[config.mk]
export PLATFORM = sky130hd
export DESIGN_NAME = shift_loop_cam
export DESIGN_NICKNAME = d
export VERILOG_FILES = /design/src/rtl/cam_pkg.sv /design/src/rtl/cam_ring_dp.sv /design/src/rtl/cam_ctrl.sv /design/src/rtl/shift_loop_cam.sv
export SDC_FILE = /design/constraint.sdc
export NUM_CORES = 1
export LEC_CHECK = 0
export CORE_MARGIN = 2
export CORE_UTILIZATION = 54
export CTS_CLUSTER_SIZE = 20
export DETAILED_ROUTE_END_ITERATION = 12
export DONT_BUFFER_PORTS = 1
export PLACE_DENSITY = 0.79
export SLEW_MARGIN = 0
export SYNTH_ARGS = -nofsm -noshare
export SYNTH_HDL_FRONTEND = slang
export SYNTH_SLANG_ARGS = --single-unit
export TNS_END_PERCENT = 30
[constraint.sdc]
create_clock -name clk -period 3.7 [get_ports clk]
set_input_delay 0.555 -clock clk [delete_from_list [all_inputs] [get_ports clk]]
set_output_delay 0.555 -clock clk [all_outputs]
set_load 0.02 [all_outputs]
[src/rtl/cam_pkg.sv]
package cam_pkg;
  typedef struct packed {
    logic cmpEn;    // head word is compared this cycle
    logic wrEn;     // head word is replaced this cycle
    logic loadKey;  // capture key and mask
    logic loadWr;   // capture write target and data
  } camCtl_t;

  typedef enum logic [1:0] {
    ST_IDLE   = 2'd0,
    ST_SEARCH = 2'd1,
    ST_WRITE  = 2'd2
  } camState_t;
endpackage

[src/rtl/cam_ring_dp.sv]
module cam_ring_dp
  import cam_pkg::*;
#(
  parameter int WIDTH = 32,
  parameter int DEPTH = 32,
  localparam int IW = $clog2(DEPTH)
) (
  input  logic             clk,
  input  logic             rst_n,
  input  camCtl_t          ctl,
  input  logic [WIDTH-1:0] key,
  input  logic [WIDTH-1:0] mask,
  input  logic [IW-1:0]    writeAddr,
  input  logic [WIDTH-1:0] writeData,
  output logic             atTarget,
  output logic             matchValid,
  output logic [IW-1:0]    matchIdx
);
  localparam logic [IW-1:0] LAST_POS = IW'(DEPTH - 1);

  logic [WIDTH-1:0] ring [DEPTH];
  logic [IW-1:0]    pos;
  logic [WIDTH-1:0] keyQ, maskQ, wDataQ;
  logic [IW-1:0]    wAddrQ;
  logic             headHit;

  assign atTarget = (pos == wAddrQ);
  assign headHit  = (((ring[0] ^ keyQ) & maskQ) == '0);

  always_ff @(posedge clk) begin
    if (!rst_n) begin
      pos <= '0;
    end else begin
      pos <= (pos == LAST_POS) ? '0 : pos + 1'b1;
    end
  end

  // ring[j] holds the word of position pos+j (mod DEPTH)
  generate
    for (genvar j = 0; j < DEPTH; j++) begin : g_stage
      always_ff @(posedge clk) begin
        if (!rst_n) begin
          ring[j] <= '0;
        end else if (j == DEPTH - 1) begin
          ring[j] <= ctl.wrEn ? wDataQ : ring[0];
        end else begin
          ring[j] <= ring[(j + 1) % DEPTH];
        end
      end
    end
  endgenerate

  always_ff @(posedge clk) begin
    if (!rst_n) begin
      keyQ   <= '0;
      maskQ  <= '0;
      wDataQ <= '0;
      wAddrQ <= '0;
    end else begin
      if (ctl.loadKey) begin
        keyQ  <= key;
        maskQ <= mask;
      end
      if (ctl.loadWr) begin
        wAddrQ <= writeAddr;
        wDataQ <= writeData;
      end
    end
  end

  always_ff @(posedge clk) begin
    if (!rst_n) begin
      matchValid <= 1'b0;
      matchIdx   <= '0;
    end else begin
      matchValid <= ctl.cmpEn && headHit;
      matchIdx   <= pos;
    end
  end

  AST_POS_STEP: assert property (@(posedge clk) disable iff (!rst_n)
    $past(rst_n) |-> pos == (($past(pos) == LAST_POS) ? '0 : $past(pos) + 1'b1));
  AST_STROBE_IN_SEARCH: assert property (@(posedge clk) disable iff (!rst_n)
    matchValid |-> $past(ctl.cmpEn));
  AST_WRITE_AT_HEAD: assert property (@(posedge clk) disable iff (!rst_n)
    ctl.wrEn |-> atTarget && !ctl.cmpEn);
endmodule

[src/rtl/cam_ctrl.sv]
module cam_ctrl
  import cam_pkg::*;
#(
  parameter int DEPTH = 32,
  localparam int CW = $clog2(DEPTH)
) (
  input  logic    clk,
  input  logic    rst_n,
  input  logic    searchReq,
  input  logic    writeReq,
  input  logic    atTarget,
  output camCtl_t ctl,
  output logic    busy,
  output logic    searchDone
);
  localparam logic [CW-1:0] LAST_CNT = CW'(DEPTH - 1);

  camState_t     state;
  logic [CW-1:0] cnt;

  assign busy = (state != ST_IDLE);

  always_comb begin
    ctl         = '0;
    ctl.loadWr  = (state == ST_IDLE) && writeReq;
    ctl.loadKey = (state == ST_IDLE) && searchReq && !writeReq;
    ctl.cmpEn   = (state == ST_SEARCH);
    ctl.wrEn    = (state == ST_WRITE) && atTarget;
  end

  always_ff @(posedge clk) begin
    if (!rst_n) begin
      state      <= ST_IDLE;
      cnt        <= '0;
      searchDone <= 1'b0;
    end else begin
      searchDone <= 1'b0;
      case (state)
        ST_IDLE: begin
          cnt <= '0;
          if (writeReq)       state <= ST_WRITE;
          else if (searchReq) state <= ST_SEARCH;
        end
        ST_SEARCH: begin
          cnt <= cnt + 1'b1;
          if (cnt == LAST_CNT) begin
            state      <= ST_IDLE;
            searchDone <= 1'b1;
          end
        end
        ST_WRITE: begin
          cnt <= cnt + 1'b1;
          if (atTarget) state <= ST_IDLE;
        end
        default: state <= ST_IDLE;
      endcase
    end
  end

  AST_DONE_PULSE: assert property (@(posedge clk) disable iff (!rst_n)
    searchDone |=> !searchDone);
  AST_SEARCH_HOLDS: assert property (@(posedge clk) disable iff (!rst_n)
    (state == ST_SEARCH && cnt != LAST_CNT) |=> state == ST_SEARCH);
  AST_WRITE_BOUND: assert property (@(posedge clk) disable iff (!rst_n)
    (state == ST_WRITE && cnt == LAST_CNT) |-> atTarget);
  AST_WRITE_WINS: assert property (@(posedge clk) disable iff (!rst_n)
    (state == ST_IDLE && writeReq) |=> state == ST_WRITE);
endmodule

[src/rtl/shift_loop_cam.sv]
module shift_loop_cam
  import cam_pkg::*;
#(
  parameter int WIDTH = 32,
  parameter int DEPTH = 32,
  localparam int IW = $clog2(DEPTH)
) (
  input  logic             clk,
  input  logic             rst_n,
  input  logic             searchReq,
  input  logic             writeReq,
  input  logic [WIDTH-1:0] key,
  input  logic [WIDTH-1:0] mask,
  input  logic [IW-1:0]    writeAddr,
  input  logic [WIDTH-1:0] writeData,
  output logic             busy,
  output logic             matchValid,
  output logic [IW-1:0]    matchIdx,
  output logic             searchDone
);
  camCtl_t ctl;
  logic    atTarget;

  cam_ctrl #(.DEPTH(DEPTH)) ctrl_i (
    .clk(clk), .rst_n(rst_n), .searchReq(searchReq), .writeReq(writeReq),
    .atTarget(atTarget), .ctl(ctl), .busy(busy), .searchDone(searchDone)
  );

  cam_ring_dp #(.WIDTH(WIDTH), .DEPTH(DEPTH)) dp_i (
    .clk(clk), .rst_n(rst_n), .ctl(ctl), .key(key), .mask(mask),
    .writeAddr(writeAddr), .writeData(writeData), .atTarget(atTarget),
    .matchValid(matchValid), .matchIdx(matchIdx)
  );

  AST_DONE_ENDS_BUSY: assert property (@(posedge clk) disable iff (!rst_n)
    searchDone |-> !busy && $past(busy));
endmodule

## After elaboration in Yosys (flattened, before gate mapping)

Memories as Yosys holds them, arrays and structs flattened.
Cells that the tools add are included.

- Register bits after elaboration: 120
- Bits in writable memories: 1024
- Bits of input ports: 105
- Output and inout port bits: 8
- Logic and storage cells: 112
- Memories kept: 1

Memories:

| name | words | width | rd ports | clocked after memory_dff | write ports | line | text |
|---|---|---|---|---|---|---|---|
| dp_i.ring | 32 | 32 | 32 | 0 | 32 | cam_ring_dp.sv:21 | `logic [WIDTH-1:0] ring [DEPTH];` |

- Add/sub/neg operators: 2
- Eq/ne operators: 8
- Muxes and demuxes: 42
- Bitwise operators: 35
- Reduce and logical (&&, ||, !) cells: 14

Operators by type and width:

| cell | count |
|---|---|
| two-way mux 32 bit | 33 |
| bitwise AND 32 bit | 1 |
| zero test 32 bit | 1 |
| bitwise OR 1 bit | 32 |
| XOR 32 bit | 1 |
| adder 5 x 1 -> 5 bit (second input constant) | 2 |
| == test 5 bit (second input constant) | 2 |
| case mux 5 bit (2 select lines) | 1 |
| two-way mux 2 bit | 4 |
| case mux 2 bit (3 select lines) | 1 |
| == test 5 bit | 1 |
| logical AND 1 bit | 5 |
| nonzero test 2 bit | 2 |
| OR reduction 2 bit | 2 |
| two-way mux 1 bit | 3 |
| inequality test 3 bit (second input constant) | 1 |
| AND reduction 3 bit | 1 |
| == test 2 x 1 -> 1 bit (second input constant) | 1 |
| == test 2 bit (second input constant) | 1 |
| zero test 2 bit | 1 |
| inequality test 2 x 1 -> 1 bit (second input constant) | 1 |
| inequality test 2 bit (second input constant) | 1 |
| AND reduction 2 bit | 1 |
| zero test 1 bit | 1 |
| inverter 1 bit | 1 |

## Depth between registers and ports, before layout

- Word-level depth: 4
- Depth in mapped cells: 9
- Mapped depth without buffers: 7

## Modules after synthesis

From an unflattened synthesis, not the netlist that was laid out.

- Cell total of the unflattened synthesis: 2664
- Area total of the unflattened synthesis: 32819.0 um^2

By module, submodules not included:

| module | instances | cells each | area each (um^2) | seq. area each (um^2) |
|---|---|---|---|---|
| cam_ring_dp | 1 | 2612 | 32367.3 | 22741.8 |
| cam_ctrl | 1 | 52 | 451.7 | 160.2 |

## Least setup slack after synthesis

Ideal clock, no wire load.

- Kind: reg2reg
- Start: register ctrl_i.state[0]
- End: register dp_i.keyQ[0]
- Setup time: 0.076 ns
- Arrival: 1.586 ns
- Data required time: 3.624 ns
- Setup slack: 2.038 ns
- Cell stages (with the launch flop): 9
- Buffers on the path: 1
- Period minus slack after synthesis: 1.662 ns
- Cell sequence: dfxtp_1 inv_1 ha_1 inv_1 nor2_1 nand2_1 clkbuf_1 nand2_1 a21boi_0

- Cells in the longest elaborated chain, start to end: 3

Ends and longest elaborated chain:

| element | line | text |
|---|---|---|
| start: declaration | cam_ctrl.sv:18 | `camState_t state;` |
| start signal: assignment | cam_ctrl.sv:33 | `state <= ST_IDLE;` |
| start signal: assignment | cam_ctrl.sv:41 | `if (writeReq) state <= ST_WRITE;` |
| start signal: assignment | cam_ctrl.sv:42 | `else if (searchReq) state <= ST_SEARCH;` |
| zero test 2 bit | cam_ctrl.sv:26 | `ctl.loadKey = (state == ST_IDLE) && searchReq && !writeReq;` |
| logical AND 1 bit (2 in series) | cam_ctrl.sv:26 |  |
| end signal: assignment | cam_ring_dp.sv:61 | `keyQ <= key;` |
| end: declaration | cam_ring_dp.sv:23 | `logic [WIDTH-1:0] keyQ, maskQ, wDataQ;` |

No other way between the ends.
A chain may end at the register's enable or synchronous reset.

## Worst setup path after layout

- Start: register ctrl_i.state[0]
- End: register dp_i.keyQ[5]

The elaborated chain is that of the path after synthesis.

==> impl.org <==
** Floorplan
- CORE AREA :: ~60000 µm²
- The floorplan step defined a die boundary enclosing 62500 µm².
- Die boundary width :: 250 µm
- Initial standard-cell utilization of the core :: 0.543
- Row generation in the floorplan step produced 90 rows.
- Number of top-level pins :: approximately 110
- In this run the vertical extent of the chip is 250 µm.

** Synth
- Number of synthesized flops with an enable pin :: 0
- Average size of a mapped cell :: 11.8 µm²
- Count of mapped cells out of synthesis :: 2780
- Distinct cell type count after synthesis :: 37
- Sequential area share after synthesis :: 0.701
- Syn nets :: a little under 3000
- Combined area of all synthesized cells :: about 33000 µm²
- Counting flops with an async set or reset pin after synthesis yields a share of 0.
- Count of synthesis-stage warnings from yosys :: 0
- Dominant register cell in the synthesized netlist :: sky130_fd_sc_hd__dfxtp_1
- Count of state elements after synthesis :: ~1100

** Global route
- The number of antenna violations at the first check in global routing is 6.
- Summed over all layers, the global routing overflow is 0.
- Via count of the first global-routing pass :: 16381
- Largest net degree at the start of global routing :: between 1000 and 1500
- Aggregate global-route resource usage :: 0.160
- First-pass GRT wire length :: 81.1 mm

** Route
- In the routed layout, each cell is associated on average with a via count of between 4 and 5.
- Number of antenna-violating nets in the routed design :: 0
- In the final routed layout, each cell accounts on average for 13.8 µm.
- TritonRoute pass-1 iters :: 4
- Total length of routed wires :: 49.8 mm
- Number of remaining DRC errors :: 0
- The first routing iteration left 831 violations.
- Summing over every cut layer, the via total after detailed routing is 16439.

** STA
- Setup violations remaining at the end of the flow were counted as 0.
- Slew at the pin closest to its max-slew limit :: 1.88 ns
- Highest clock frequency the design can meet :: 408 MHz
- The count of pins over their slew limit is just under 400.
- Worst slew margin relative to its limit :: -0.255
- Total Negative Setup Slacks :: 0 ns
- Of the available clock period, the critical path in the final layout requires 0.663.
- Final Skew :: around 0.02 ns
- Hold timing on the final database bottoms out at a slack of 0.0596 ns.
- The count of final hold-check violations was 0.
- The worst path in the final design needs a cycle of about 2.5 ns, including I/O delays and setup.
- Final setup margin :: 1.25 ns
- Setup repair after global routing left no endpoint under its margin.

** Cells and area
- Leaving out fill and tap cells, the most frequent cells in the layout are 1144 x sky130_fd_sc_hd__dfxtp_1, 999 x sky130_fd_sc_hd__and2_1, 210 x sky130_fd_sc_hd__nand2_1.
- Fraction of layout cells with a size suffix above 1 :: 0.0618
- After the flow finishes, the layout carries non-filler instances totaling 3605.
- Signed area change from the synthesized netlist to the final layout :: 11.6%
- Fin nets :: about 2800
- Share of the core filled with cells in the final layout :: 0.606
- Most common cell after layout, fill and taps aside :: sky130_fd_sc_hd__dfxtp_1

** Clocking
- CTS Root Cell :: sky130_fd_sc_hd__clkbuf_16
- Hold buffer count at cts :: 0
- Htree depth :: 3
- Number of buffers inserted during clock tree synthesis :: 98
- The number of gates resized after CTS was 0.
- In this run the deepest clock path goes through 3 buffers.
- Clock insertion delay at the later pin of the skew report :: roughly 0.63 ns
- Clock transition time at the flip-flop clock pins of the worst setup and hold paths :: roughly 0.070 ns
- TritonCTS built the clock tree.
- Setup Buffers After CTS :: 0
- Counting every sink on the clock net gives 1144.

** Critical path
- The worst setup path is captured at a flip-flop.
- Of all nets on the critical path, the largest fanout is 64.
- By startpoint and endpoint, the worst setup path is classified as reg2reg.
- Required @ worst endpoint :: approximately 4.3 ns
- Critical Path Source Type :: flip-flop
- Arrival time worst endpoint :: 3.01 ns

** Placement
- Counting tap cells, the placed design contains a total of 3415 instances.
- Worst slack at placement :: 1.31 ns
- Once detailed placement completed, the half-perimeter wirelength came to 28.8 mm.
- Port buffering added 0 buffers.
- Final weighted congestion of routability-driven global placement :: 0.856

** Power and ir drop
- Largest vdd supply drop :: 0.451 mV
- P_leak :: 15.2 nW
- For this design the ratio of total power to cell area is approximately 640 nW/µm².

** Job
- Max_cap viols :: 0

** Run status
- Violations in the final reports :: max-slew violations
- The run finished, with violations left.

** Min path
- The tightest min-delay check is of the in2reg type.
## worst max-delay path, stage by stage (launching register included)
cell,delay (ns)
sky130_fd_sc_hd__dfxtp_1,0.39
sky130_fd_sc_hd__inv_1,0.10
sky130_fd_sc_hd__ha_1,0.22
sky130_fd_sc_hd__inv_1,0.21
sky130_fd_sc_hd__nor2_1,0.12
sky130_fd_sc_hd__nand2_2,0.91
sky130_fd_sc_hd__nand2_1,0.15
sky130_fd_sc_hd__a21boi_0,0.24
## sequential cells by signal, summed over array words and instances (netlist names), 5 cells and up
| signal | flops |
|---|---|
| dp_i.ring | 1024 |
| dp_i.keyQ | 32 |
| dp_i.maskQ | 32 |
| dp_i.wDataQ | 32 |
| ctrl_i.cnt | 5 |
| dp_i.matchIdx | 5 |
| dp_i.pos | 5 |
| dp_i.wAddrQ | 5 |
## per-layer routing
layer,GRT usage,up-vias,share of wire
met1,0.206,7710,0.47
li1,-,8459,-
met5,0,-,0
met2,0.263,178,0.47
met3,0.0362,92,0.033
met4,0.0616,0,0.027
## power by group
part | switching (mW) | leakage, nW | internal (mW)
Combinational | 0.244 | 4.35 | 0.159
Sequential | 0.0797 | 9.22 | 12.4
Clock | 4.32 | 1.64 | 6.00
Total | 4.65 | 15.2 | 18.6
## worst paths after layout
path | startpoint | slack, ns | cells past startpoint | endpoint
max | ctrl_i.state[0] | 1.25 | 7 | dp_i.keyQ[5]
min | rst_n | 0.06 | 1 | dp_i.ring[3][59]
max reg2reg | ctrl_i.state[0] | 1.25 | 7 | dp_i.keyQ[5]
min reg2reg | dp_i.ring[1][3] | 0.42 | 1 | dp_i.ring[0][35]
## per-stage QoR
stage | power [mW] | cell area [µm²]
after floorplan | 13.2 | 32700
after global placement | 13.2 | 33100
after detailed placement | 13.2 | 33100
after CTS | 23.5 | 36400
after global routing | 24.0 | 36500
final | 23.2 | 36500
## cells in the mapped netlist, types with 2 or more instances
master | number | area share
sky130_fd_sc_hd__nand2_1 | 211 | 0.024
sky130_fd_sc_hd__inv_1 | 6 | 0.00069
sky130_fd_sc_hd__a22oi_1 | 7 | 0.0016
sky130_fd_sc_hd__a22o_1 | 4 | 0.0011
sky130_fd_sc_hd__buf_2 | 10 | 0.0015
sky130_fd_sc_hd__a21boi_0 | 102 | 0.023
sky130_fd_sc_hd__a221oi_1 | 3 | 0.00080
sky130_fd_sc_hd__and3_1 | 3 | 0.00057
sky130_fd_sc_hd__ha_1 | 8 | 0.0031
sky130_fd_sc_hd__nand3_1 | 4 | 0.00061
sky130_fd_sc_hd__o21ai_0 | 4 | 0.00061
sky130_fd_sc_hd__xor2_1 | 38 | 0.010
sky130_fd_sc_hd__dfxtp_1 | 1144 | 0.70
sky130_fd_sc_hd__nor2_1 | 8 | 0.00092
sky130_fd_sc_hd__buf_6 | 4 | 0.0014
sky130_fd_sc_hd__and2_1 | 1000 | 0.19
sky130_fd_sc_hd__a21boi_1 | 2 | 0.00046
sky130_fd_sc_hd__mux2i_1 | 32 | 0.0098
sky130_fd_sc_hd__nand4_1 | 2 | 0.00038
sky130_fd_sc_hd__buf_1 | 3 | 0.00034
sky130_fd_sc_hd__nor2b_1 | 36 | 0.0069
sky130_fd_sc_hd__clkbuf_1 | 134 | 0.015
## cell families (layout without fill, tap and decap cells)
family	after synthesis	count (layout)	share of synthesized area
other cells	0	7	0
buf+inv	157	193	0.0193
xor+xnor	39	39	0.0105
mux	32	32	0.00980
fa+ha+maj	8	8	0.00306
compound gates	129	129	0.0299
simple gates	1271	1271	0.227
flops	1144	1144	0.701
## area by class of cell
class | instances | area (µm²)
clock inverters | 43 | 485
fillers | 4583 | 23700
flip-flops and latches | 1144 | 22900
multi-input cells | 1479 | 9150
diodes | 7 | 17.5
clock buffers | 140 | 2870
repair buffers | 4 | 30.0
inverters | 6 | 22.5
well taps | 782 | 978
(Power assumes the default switching activity.)
